[src/rtl/pwm_pkg.sv]
package pwm_pkg;
  localparam int unsigned DW      = 8;
  localparam int unsigned N_FIXED = 4;
  localparam int unsigned SRC_W   = 3;

  localparam logic [SRC_W-1:0] SRC_DIV  = 3'd4;
  localparam logic [SRC_W-1:0] SRC_PREV = 3'd5;

  typedef enum logic [1:0] {
    REG_CFG = 2'd0,
    REG_PER = 2'd1,
    REG_WID = 2'd2,
    REG_DIV = 2'd3
  } reg_sel_e;
endpackage

[src/rtl/pwm_div.sv]
module pwm_div #(
  parameter int unsigned DW = 8
) (
  input  logic          clk_i,
  input  logic          rst_ni,
  input  logic          base_tick_i,
  input  logic [DW-1:0] div_val_i,
  output logic          tick_o
);
  logic [DW-1:0] cnt_q;
  logic [DW-1:0] last;

  assign last   = (div_val_i == '0) ? '0 : div_val_i - 1'b1;
  assign tick_o = base_tick_i && (cnt_q >= last);

  always_ff @(posedge clk_i or negedge rst_ni) begin
    if (!rst_ni)          cnt_q <= '0;
    else if (tick_o)      cnt_q <= '0;
    else if (base_tick_i) cnt_q <= cnt_q + 1'b1;
  end
endmodule

[src/rtl/pwm_src_sel.sv]
module pwm_src_sel #(
  parameter int unsigned N_FIXED = 4,
  parameter int unsigned SRC_W   = 3
) (
  input  logic               clk_i,
  input  logic               rst_ni,
  input  logic [N_FIXED-1:0] fixed_i,
  input  logic               div_tick_i,
  input  logic               prev_pwm_i,
  input  logic [SRC_W-1:0]   src_i,
  output logic               tick_o
);
  localparam int unsigned N_SRC = N_FIXED + 2;
  localparam int unsigned N_ALL = 1 << SRC_W;

  logic prev_q;
  logic prev_rise;
  logic [N_ALL-1:0] cand;

  always_ff @(posedge clk_i or negedge rst_ni) begin
    if (!rst_ni) prev_q <= 1'b0;
    else         prev_q <= prev_pwm_i;
  end

  assign prev_rise = prev_pwm_i & ~prev_q;

  for (genvar g = 0; g < N_ALL; g++) begin : g_cand
    if (g < N_FIXED) begin : g_fix
      assign cand[g] = fixed_i[g];
    end else if (g == N_FIXED) begin : g_div
      assign cand[g] = div_tick_i;
    end else if (g == N_SRC - 1) begin : g_prev
      assign cand[g] = prev_rise;
    end else begin : g_none
      assign cand[g] = 1'b0;
    end
  end

  assign tick_o = cand[src_i];
endmodule

[src/rtl/pwm_core.sv]
module pwm_core #(
  parameter int unsigned DW = 8
) (
  input  logic          clk_i,
  input  logic          rst_ni,
  input  logic          tick_i,
  input  logic [DW-1:0] period_i,
  input  logic [DW-1:0] width_i,
  output logic [DW-1:0] cnt_o,
  output logic          pwm_o
);
  logic [DW-1:0] cnt_q;
  logic [DW-1:0] last;

  assign last = (period_i == '0) ? '0 : period_i - 1'b1;

  always_ff @(posedge clk_i or negedge rst_ni) begin
    if (!rst_ni) cnt_q <= '0;
    else if (tick_i) begin
      if (cnt_q >= last) cnt_q <= '0;
      else               cnt_q <= cnt_q + 1'b1;
    end
  end

  assign cnt_o = cnt_q;
  assign pwm_o = cnt_q < width_i;
endmodule

[src/rtl/pwm_irq.sv]
module pwm_irq (
  input  logic clk_i,
  input  logic rst_ni,
  input  logic pwm_i,
  input  logic rise_sel_i,
  input  logic allow_i,
  input  logic rd_i,
  input  logic mask_i,
  output logic stat_o,
  output logic req_o
);
  logic pwm_q;
  logic hit;

  always_ff @(posedge clk_i or negedge rst_ni) begin
    if (!rst_ni) pwm_q <= 1'b0;
    else         pwm_q <= pwm_i;
  end

  assign hit = allow_i && (rise_sel_i ? (pwm_i & ~pwm_q) : (~pwm_i & pwm_q));

  always_ff @(posedge clk_i or negedge rst_ni) begin
    if (!rst_ni)   stat_o <= 1'b0;
    else if (hit)  stat_o <= 1'b1;
    else if (rd_i) stat_o <= 1'b0;
  end

  assign req_o = stat_o & mask_i;
endmodule

[src/rtl/pwm_clksel_chan.sv]
module pwm_clksel_chan
  import pwm_pkg::*;
(
  input  logic               clk_i,
  input  logic               rst_ni,
  input  logic [N_FIXED-1:0] tick_i,
  input  logic               prev_pwm_i,
  input  logic               wr_en_i,
  input  logic [1:0]         wr_sel_i,
  input  logic [DW-1:0]      wr_data_i,
  input  logic               stat_rd_i,
  input  logic               int_mask_i,
  output logic               pwm_o,
  output logic               int_stat_o,
  output logic               int_req_o
);
  localparam logic [DW-1:0] DIV_IRQ = '1;

  logic [DW-1:0] cfg_q, per_q, wid_q, div_q;
  logic [DW-1:0] cnt_w;
  logic          div_tick, sel_tick, irq_ok;

  always_ff @(posedge clk_i or negedge rst_ni) begin
    if (!rst_ni) begin
      cfg_q <= '0;
      per_q <= '1;
      wid_q <= '0;
      div_q <= '1;
    end else if (wr_en_i) begin
      unique case (reg_sel_e'(wr_sel_i))
        REG_CFG: cfg_q <= wr_data_i;
        REG_PER: per_q <= wr_data_i;
        REG_WID: wid_q <= wr_data_i;
        REG_DIV: div_q <= wr_data_i;
        default: ;
      endcase
    end
  end

  pwm_div #(.DW(DW)) u_div (
    .clk_i      (clk_i),
    .rst_ni     (rst_ni),
    .base_tick_i(tick_i[N_FIXED-1]),
    .div_val_i  (div_q),
    .tick_o     (div_tick)
  );

  pwm_src_sel #(.N_FIXED(N_FIXED), .SRC_W(SRC_W)) u_sel (
    .clk_i     (clk_i),
    .rst_ni    (rst_ni),
    .fixed_i   (tick_i),
    .div_tick_i(div_tick),
    .prev_pwm_i(prev_pwm_i),
    .src_i     (cfg_q[SRC_W-1:0]),
    .tick_o    (sel_tick)
  );

  pwm_core #(.DW(DW)) u_core (
    .clk_i   (clk_i),
    .rst_ni  (rst_ni),
    .tick_i  (sel_tick),
    .period_i(per_q),
    .width_i (wid_q),
    .cnt_o   (cnt_w),
    .pwm_o   (pwm_o)
  );

  // interrupt only on the slow divider path at full divide
  assign irq_ok = (cfg_q[SRC_W-1:0] == SRC_DIV) && (div_q == DIV_IRQ);

  pwm_irq u_irq (
    .clk_i     (clk_i),
    .rst_ni    (rst_ni),
    .pwm_i     (pwm_o),
    .rise_sel_i(cfg_q[3]),
    .allow_i   (irq_ok),
    .rd_i      (stat_rd_i),
    .mask_i    (int_mask_i),
    .stat_o    (int_stat_o),
    .req_o     (int_req_o)
  );
endmodule

[config.mk]
export PLATFORM = sky130hd
export DESIGN_NAME = pwm_clksel_chan
export DESIGN_NICKNAME = d
export VERILOG_FILES = /design/src/rtl/pwm_pkg.sv /design/src/rtl/pwm_div.sv /design/src/rtl/pwm_src_sel.sv /design/src/rtl/pwm_core.sv /design/src/rtl/pwm_irq.sv /design/src/rtl/pwm_clksel_chan.sv
export SDC_FILE = /design/constraint.sdc
export NUM_CORES = 1
export LEC_CHECK = 0
export BUFFER_PORTS_ARGS = -buffer_cell sky130_fd_sc_hd__buf_2
export CAP_MARGIN = 5
export CORE_ASPECT_RATIO = 1.1
export CORE_MARGIN = 4
export CORE_UTILIZATION = 54
export DETAILED_ROUTE_END_ITERATION = 8
export PLACE_DENSITY = 0.76
export SETUP_SLACK_MARGIN = 0.5
export SYNTH_ARGS = -nofsm -noshare
export SYNTH_HDL_FRONTEND = slang
export SYNTH_HIERARCHICAL = 1
export SYNTH_SLANG_ARGS = --single-unit
[constraint.sdc]
create_clock -name clk_i -period 3.8 [get_ports clk_i]
set_clock_uncertainty 0.15 [all_clocks]
set_input_delay 0.19 -clock clk_i [delete_from_list [all_inputs] [get_ports clk_i]]
set_output_delay 0.19 -clock clk_i [all_outputs]
set_load 0.01 [all_outputs]
# Yosys cells after proc, flatten, opt, wreduce, memory -nomap -nowiden
# Cells that the tools add are included.
[totals]
regBits = 47
in_bits = 20
out_inout_bits = 3
elab_cells = 51
[classes]
n_addsub = 4
n_lt_le_gt_ge = 4
n_eq_ne = 5
mux = 10
n_bitwise = 7
n_reduce_logical = 12
[ops]
columns = ["op", "n"]
rows = [
  ["8-bit two-way mux", 5],
  ["8-bit by 1-bit adder with 8-bit output (second input constant)", 2],
  ["8-bit greater-or-equal comparator", 2],
  ["8-bit logical NOT", 2],
  ["8-bit by 1-bit subtractor with 8-bit output (second input constant)", 2],
  ["8-bit == test (second input constant)", 1],
  ["8-bit < comparator", 1],
  ["2-bit AND reduction", 4],
  ["1-bit AND", 4],
  ["2-bit == test (second input constant)", 2],
  ["3-bit by 4-bit < comparator with 1-bit output (second input constant)", 1],
  ["1-bit two-way mux", 4],
  ["2-bit nonzero test", 2],
  ["1-bit binary-select mux with 3-bit select", 1],
  ["3-bit == test (second input constant)", 1],
  ["1-bit logical AND", 3],
  ["1-bit NOT", 3],
  ["2-bit by 1-bit == test with 1-bit output (second input constant)", 1],
  ["2-bit logical NOT", 1],
]

# Depth between registers and ports, before layout
# Gate-level depths: netlist of the first run.
[depth]
ltp_word = 6
mapped_depth = 19
ltp_nobuf = 18

# Hierarchy
# Netlist of the first run, hierarchy kept.
[by_module_without_submodules]
columns = ["mod", "instances", "cells_each", "area_each_um2", "seq_area_each_um2"]
rows = [
  ["pwm_clksel_chan", 1, 64, 1114.8, 720.7],
  ["pwm_core", 1, 105, 927.1, 200.2],
  ["pwm_div", 1, 86, 754.5, 200.2],
  ["pwm_irq", 1, 7, 87.6, 50.0],
  ["pwm_src_sel", 1, 6, 82.6, 25.0],
]

# Worst setup path before layout of the first run
# Ideal clock, no wire load.
[synth_path]
path_type = "reg-to-reg"
start = "register div_q[0]"
end = "register u_core.cnt_q[7], in the netlist u_core/cnt_o[7]"
setup_time_ns = 0.123
arrival_ns = 3.604
required_time_ns = 3.527
slack_ns = -0.077
stages_incl_launch_ff = 19
path_buffers = 1
synth_period_minus_slack_ns = 3.877
cell_sequence = "dfstp_2 -> inv_1 -> ha_1 -> nand3b_1 -> nor3_1 -> a21oi_1 -> ha_1 -> nand2b_4 -> a2111oi_4 -> o41ai_4 -> and2_1 -> buf_6 -> mux4_1 -> mux2_2 -> nand4_1 -> nor2_1 -> nand3_1 -> xor2_1 -> nor2_1"
[synth_between]
elab_chain_len = 6
word_cells_on_any_way = 7
cone_classes = "1 x add/sub; 1 x order compare; 3 x mux; 2 x reduce/logical"
[synth_lines]
columns = ["element", "line", "text"]
rows = [
  ["from (decl)", "pwm_clksel_chan.sv:19", "logic [DW-1:0] cfg_q, per_q, wid_q, div_q;"],
  ["from (signal assigned)", "pwm_clksel_chan.sv:34", "REG_DIV: div_q <= wr_data_i;"],
  ["8-bit by 1-bit subtractor with 8-bit output / 8-bit logical NOT (equally long branches)", "pwm_div.sv:13", "assign last = (div_val_i == '0) ? '0 : div_val_i - 1'b1;"],
  ["8-bit two-way mux (*)", "pwm_div.sv:13", ""],
  ["8-bit greater-or-equal comparator (*)", "pwm_div.sv:14", "assign tick_o = base_tick_i && (cnt_q >= last);"],
  ["1-bit logical AND (*)", "pwm_div.sv:14", ""],
  ["net div_tick", "pwm_clksel_chan.sv:21", "logic div_tick, sel_tick, irq_ok;"],
  ["1-bit binary-select mux with 3-bit select (*)", "pwm_src_sel.sv:39", "assign tick_o = cand[src_i];"],
  ["1-bit two-way mux (implied by the code) (*)", "pwm_src_sel.sv:39", ""],
  ["net sel_tick", "pwm_clksel_chan.sv:21", ""],
  ["to (signal assigned)", "pwm_core.sv:21", "else cnt_q <= cnt_q + 1'b1;"],
  ["to (decl)", "pwm_core.sv:12", "logic [DW-1:0] cnt_q;"],
]
# The timed path passes the listed nets; every way through them passes the cells marked *. The select of a mux whose other input is x is not followed.
# A chain may end at the register's enable or synchronous reset.

# Worst setup path after layout of the first run
[layout_path]
start = "register div_q[3]"
end = "register u_core.cnt_q[3], in the netlist u_core/cnt_o[3]"
# Same word-level chain as after synthesis.

==> flow_metrics.py, run 1 <==
metrics = {
    "run_status": {
        "status": "finished, final reports clean",
    },
    "routing": {
        "wl_met1_mm": 2.626,
        "drt_iter0_drc": 65,
        "drt-total-wl_mm": 6.102,
        "wl_met3_um": 193,
        "ant_nets": 0,
        "wl_met2_mm": 3.194,
        "wl_per_cell_um": 15.65,
        "dr.max_layer_used": "met4",
        "route.vias.total": 2176,
        "drt_first_pass_iters": 4,
        "routed_via_density": 5.579,
        "drc": 0,
    },
    "yosys": {
        "synthArstFlopShare": 1.000,
        "post-synth-top-count-cell": "dfrtp_1",
        "synthTopCellsByCount": "dfrtp_1, mux2_2, ha_1",
        "synth_warnings": 6,
        "synth_edf_count": 0,
        "synth_top_area_frac": 0.2615,
        "netlist_area_mm2": 0.002967,
        "avgSynthCellArea_um2": 11.07,
        "synth_cell_types": 51,
        "synthFlopType": "dfrtp_1",
        "synth_fp_nets": 315,
        "ys_seq_area_frac": 0.4032,
        "synthCells": 268,
        "synthTopCellsByArea": "dfrtp_1, dfstp_2, ha_1",
        "synth_largest_area_cell": "dfrtp_1",
        "ys_ff_latch": 47,
    },
    "setup_path": {
        "slowest_stage": "mux4_2",
        "critPathLaunchType": "register",
        "worstPathArrival_ns": 3.69,
        "path_cells": "nor2_1 > nand3_1 > nor4_1 > nand3_1 > o21a_1 > ha_1 > a21oi_1 > o21a_1 > o41ai_4 > and2_4 > mux4_2 > mux2_4 > nand4_1 > buf_4 > xor2_1 > nor2_1",
        "path_class": "reg -> reg",
        "crit_required_ns": 3.85,
        "cp_max_fo": 6,
        "endpoint_kind": "register",
        "max_stage_delay_ns": 0.44,
    },
    "final_layout": {
        "drive_gt1_frac": 0.3683,
        "fin_nets": 361,
        "diodes": 0,
        "syn_to_final_growth_pct": 17.71,
    },
    "die": {
        "rows": 28,
        "fp.coreArea_mm2": 0.005360,
        "fp.dieW_um": 78.67,
        "io_pins": 23,
        "die_area_mm2": 0.006745,
        "initial_core_util": 0.5535,
        "die_height_um": 85.74,
    },
    "sta": {
        "max_freq_mhz": 274.5,
        "worst_hold_slack_ns": 0.01832,
        "slew_headroom": 0.3235,
        "hold_violations": 0,
        "slew_viol_final": 0,
        "final_min_period_over_clock_period": 0.9587,
        "rsz0062_at_grt": "yes",
        "finalSetupTns_ns": 0,
        "fin_crit_ns": 3.643,
        "setup_viol": 0,
        "worst_pin_slew_ns": 1.015,
    },
    "clock_tree": {
        "insertion_delay_ns": 0.30,
        "clk_pin_slew_ns": 0.09,
        "clockBufferDepth": 2,
        "cts_tree": "built",
        "root_buffer": "clkbuf_8",
        "cts_max_level": 2,
        "cts_sinks": 47,
        "cts-buffers-inserted": 5,
    },
    "place": {
        "gp_congestion": 0.8757,
        "portBuffers": 22,
        "hpwlAfterDp_mm": 4.484,
    },
    "grt": {
        "grt_pass1_vias": 2127,
        "track_usage": 0.1979,
        "antenna_found_initial": 0,
        "overflow": 0,
        "grt_pass1_wl_mm": 10.27,
        "grt_max_degree": 48,
    },
    "worst_hold_path": {
        "worstHoldPathType": "in -> reg",
    },
    "power": {
        "peakVddDrop_v": 0.0003486,
        "power.leakage_nw": 1.594,
        "p_per_area_mw_per_mm2": 536.4,
    },
    "flow_run": {
        "maxCapViolCount": 0,
    },
}
## final timing paths
check,start,to,slack [ns],cells after the start
min in group asynchronous,rst_ni,u_core/cnt_o[5],0.45,2
min reg2reg,wid_q[4],wid_q[4],0.36,1
max in group asynchronous,rst_ni,u_div/cnt_q[1],2.42,2
max,div_q[3],u_core/cnt_o[3],0.16,16
max reg2reg,div_q[3],u_core/cnt_o[3],0.16,16
min,wr_data_i[4],per_q[4],0.02,2
## through the flow
stage	utilization	power [mW]	area (µm²)	setup WS, ns	std cells
after global routing	0.6515	2.022	3492	0.007016	390
final	0.6515	1.873	3492	0.1571	390
after global placement	0.5971	1.458	3201	0.1351	365
after CTS	0.6382	1.850	3421	0.1723	386
after detailed placement	0.5971	1.491	3201	-0.02054	365
after floorplan	-	1.320	2997	0.1260	268
## critical path: cells and delay by family, from the launching register on
| kind | cells | cell delay (ns) |
|---|---|---|
| DFF | 1 | 0.39 |
| buffers and inverters | 1 | 0.14 |
| adders and majority gates | 1 | 0.29 |
| and+or+nand+nor | 7 | 1.09 |
| muxes | 2 | 0.76 |
| xor gates and xnor gates | 1 | 0.16 |
| AOI/OAI and AO/OA | 4 | 0.54 |
## logic make-up (layout without fill, tap and decap cells)
kind of cell    count (synthesis)  after routing  share of synthesized area
flops                          47             47                     0.4032
xor+xnor                       12             12                    0.03543
compound gates                 38             38                     0.1143
fa+ha+maj                      27             27                     0.1139
buf+inv                        21             68                    0.02910
simple gates                   90             90                     0.1750
mux                            33             33                     0.1291
## where the power goes
part	leakage [nW]	switching, mW	internal (mW)	total [mW]
logic	0.992	0.384	0.406	0.790
clock network	0.0484	0.169	0.149	0.318
registers	0.554	0.129	0.636	0.765
## cell usage in the layout (no fill, tap or decap), drive strengths merged, types with 2 or more instances in the layout
| cell | n |
|---|---|
| a2111oi | 2 |
| a21o | 2 |
| a21oi | 7 |
| and2 | 3 |
| buf | 36 |
| clkbuf | 7 |
| dfrtp | 31 |
| dfstp | 16 |
| dlygate4sd3 | 5 |
| ha | 27 |
| inv | 19 |
| mux2 | 29 |
| mux2i | 3 |
| nand2 | 20 |
| nand2b | 7 |
| nand3 | 10 |
| nand3b | 5 |
| nand4 | 6 |
| nand4bb | 2 |
| nor2 | 19 |
| nor2b | 4 |
| nor3 | 6 |
| nor3b | 3 |
| nor4 | 2 |
| o21a | 5 |
| o21ai | 6 |
| o22ai | 2 |
| o2bb2ai | 4 |
| xnor2 | 4 |
| xor2 | 8 |
## sequential cells by signal (all words and copies together) (netlist names)
register and flops:
div_q 8, wid_q 8, u_sel/prev_q 1, cfg_q 4
u_irq/stat_o 1, u_div/cnt_q 8, u_irq/pwm_q 1, u_core/cnt_o 8
per_q 8
## final cells by class
cell class / instances / area (µm²)
Fill cell: 430 / 1868
Inverter: 19 / 78.83
Tap cell: 75 / 93.84
Sequential cell: 47 / 1196
Multi-Input combinational cell: 200 / 1755
Timing Repair Buffer: 41 / 272.8
Clock inverter: 1 / 8.758
Clock buffer: 7 / 86.33
## what timing repair did
item | in CTS | in global routing
resized for setup | 6 | 8
pin swaps | 8 | 6
hold buffers | 4 | 1
endpoints found under the hold margin | 35 | 1
setup endpoints to repair | 8 | 8
setup buffers | 9 | 3
## routing by layer
| layer | GRT usage | vias to the layer above |
|---|---|---|
| met5 | 0 | - |
| met4 | 0.06995 | 0 |
| met3 | 0.04202 | 5 |
| met2 | 0.3367 | 28 |
| met1 | 0.2486 | 1081 |
| li1 | - | 1062 |
Power figures use the tool's default switching activity.
==> run 2, diff against run 1 <==
- CELL_PAD_IN_SITES_DETAIL_PLACEMENT: not set -> 1
- CELL_PAD_IN_SITES_GLOBAL_PLACEMENT: not set -> 1
- CORE_UTILIZATION: 54 -> 44
- PLACE_DENSITY: 0.76 -> not set
- PLACE_DENSITY_LB_ADDON: not set -> 0.1
==> run 2 against run 1 <==
Against the previous run:
- via count decreased by 2.5%
- highest routed layer unchanged
- design area about the same
- power decreased by 0.28%
- die area increased by 20%
==> flow_metrics.py, run 2 (synthesis results as in run 1) <==
metrics = {
    "sta": {
        "final_min_period_over_clock_period": 0.9536,
        "fin_crit_ns": 3.624,
        "worst_pin_slew_ns": 0.7055,
        "finalSetupTns_ns": 0,
        "slew_viol_final": 0,
        "hold_violations": 0,
        "setup_viol": 0,
        "rsz0062_at_grt": "yes",
        "slew_headroom": 0.5297,
        "max_freq_mhz": 276.0,
        "worst_hold_slack_ns": 0.001554,
    },
    "routing": {
        "drt_iter0_drc": 21,
        "drt-total-wl_mm": 6.903,
        "drc": 0,
        "drt_first_pass_iters": 4,
        "route.vias.total": 2121,
        "ant_nets": 0,
        "routed_via_density": 5.383,
        "wl_per_cell_um": 17.52,
    },
    "setup_path": {
        "cp_max_fo": 4,
        "worstPathArrival_ns": 3.66,
        "path_cells": "inv_2 > ha_4 > nand3b_1 > nor3_4 > a21oi_2 > ha_1 > nand2b_4 > a2111oi_4 > o41ai_4 > and2_4 > mux4_2 > mux2_4 > nand4_1 > nor2_2 > nand3_1 > xor2_1 > nor2_1",
        "crit_required_ns": 3.83,
        "r2r_slack_ns": 0.18,
        "cp_num_buf_inv": 1,
        "max_stage_delay_ns": 0.44,
        "cpLargestDelayFamily": "simple AND/OR/NAND/NOR gates",
        "slowest_stage": "mux4_2",
        "path_class": "reg -> reg",
        "endpoint_kind": "register",
        "critPathLaunchType": "register",
    },
    "die": {
        "fp.coreArea_mm2": 0.006555,
        "rows": 31,
        "die_area_mm2": 0.008122,
        "io_pins": 23,
        "initial_core_util": 0.4526,
        "die_height_um": 94.12,
        "fp.dieW_um": 86.29,
    },
    "clock_tree": {
        "clockBufferDepth": 2,
        "cts_max_level": 2,
        "cts_sinks": 47,
        "root_buffer": "clkbuf_8",
        "cts-buffers-inserted": 5,
        "insertion_delay_ns": 0.29,
        "clk_pin_slew_ns": 0.08,
        "cts_tree": "built",
    },
    "final_layout": {
        "final_cells": 394,
        "fin_nets": 358,
        "drive_gt1_frac": 0.3910,
        "postLayoutCoreUtil": 0.5331,
        "diodes": 0,
        "syn_to_final_growth_pct": 17.80,
        "mostFrequentLayoutCell": "dfrtp_1",
        "final_cell_mix": "dfrtp_1, mux2_2, ha_1",
    },
    "place": {
        "gp_congestion": 0.8132,
        "portBuffers": 22,
        "hpwlAfterDp_mm": 5.284,
        "dpl.cell_count": 374,
    },
    "grt": {
        "grt_max_degree": 31,
        "overflow": 0,
        "grt_use_met2": 0.3599,
        "antenna_found_initial": 0,
        "use_met1": 0.2060,
        "track_usage": 0.1862,
        "grt_pass1_wl_mm": 11.62,
        "grt_pass1_vias": 2369,
        "globalRouteMet3Util": 0.02632,
        "grt_most_used_layer": "met2",
    },
    "power": {
        "power.leakage_nw": 1.585,
        "p_comb_frac": 0.435,
        "p_int_mw": 1.181,
        "switching_share": 0.3677,
        "pwr-share-seq": 0.412,
        "clkPwrFrac": 0.153,
        "p_sw_uw": 686.9,
        "p_per_area_mw_per_mm2": 534.5,
        "peakVddDrop_v": 0.0002466,
        "p_total_mw": 1.868,
    },
    "flow_run": {
        "maxCapViolCount": 0,
    },
    "run_status": {
        "status": "finished, final reports clean",
    },
    "worst_hold_path": {
        "worstHoldPathType": "in -> reg",
    },
}
## run 2: cell count changes in the layout (fill, tap and decap cells not counted), moves of 2 or more
cell	change
dlygate4sd3_1	-3
nor2_1	-3
clkbuf_1	+2
nor2_4	+2
## run 2: layer usage
metal,vias up,routed length (µm)
met2,12,3849
met5,-,0
met3,9,100
met1,1051,2833
li1,1049,-
met4,0,120
## run 2: layout make-up
type / count / area, µm²
clock buffers: 8 / 80.08
fillers: 727 / 3060
inverters: 19 / 76.32
multi-input cells: 200 / 1800
flip-flops and latches: 47 / 1196
well taps: 82 / 102.6
repair buffers: 38 / 239.0
## run 2: power groups by stage
stage / Combinational [mW] / Sequential (mW) / Clock (mW)
global placement: 0.713 / 0.774 / 0
detailed placement: 0.741 / 0.779 / 0
floorplan: 0.588 / 0.732 / 0
CTS: 0.782 / 0.767 / 0.297
global route: 0.918 / 0.793 / 0.317
finish: 0.813 / 0.769 / 0.285
## run 2: worst paths after layout
kind	start	end	cells after the start
hold / removal	stat_rd_i	u_irq/stat_o	3
setup / recovery	div_q[1]	u_core/cnt_o[7]	17
min in group asynchronous	rst_ni	wid_q[6]	2
setup reg to reg	div_q[1]	u_core/cnt_o[7]	17
hold reg to reg	wid_q[7]	wid_q[7]	1
max in group asynchronous	rst_ni	per_q[0]	3
## run 2: tightest hold or removal path: stages
cell and delay, ns:
buf_2 0.07, nand2b_1 0.09, nand3_1 0.06
## run 2: through the flow
step | worst slack (ns) | instance area [µm²]
after global routing | -0.02861 | 3495
after detailed placement | 0.06962 | 3224
after floorplan | 0.1260 | 2997
final | 0.1765 | 3495
after global placement | 0.1686 | 3224
after CTS | 0.1908 | 3411
## run 2: timing repair
| item | 4_1_cts | 5_1_grt |
|---|---|---|
| setup endpoints to repair | 8 | 8 |
| pin swaps | 8 | 4 |
| buffers inserted | 8 | 2 |
| endpoints found under the hold margin | 17 | 0 |
| resized for setup | 7 | 15 |
| hold buffers | 2 | 0 |
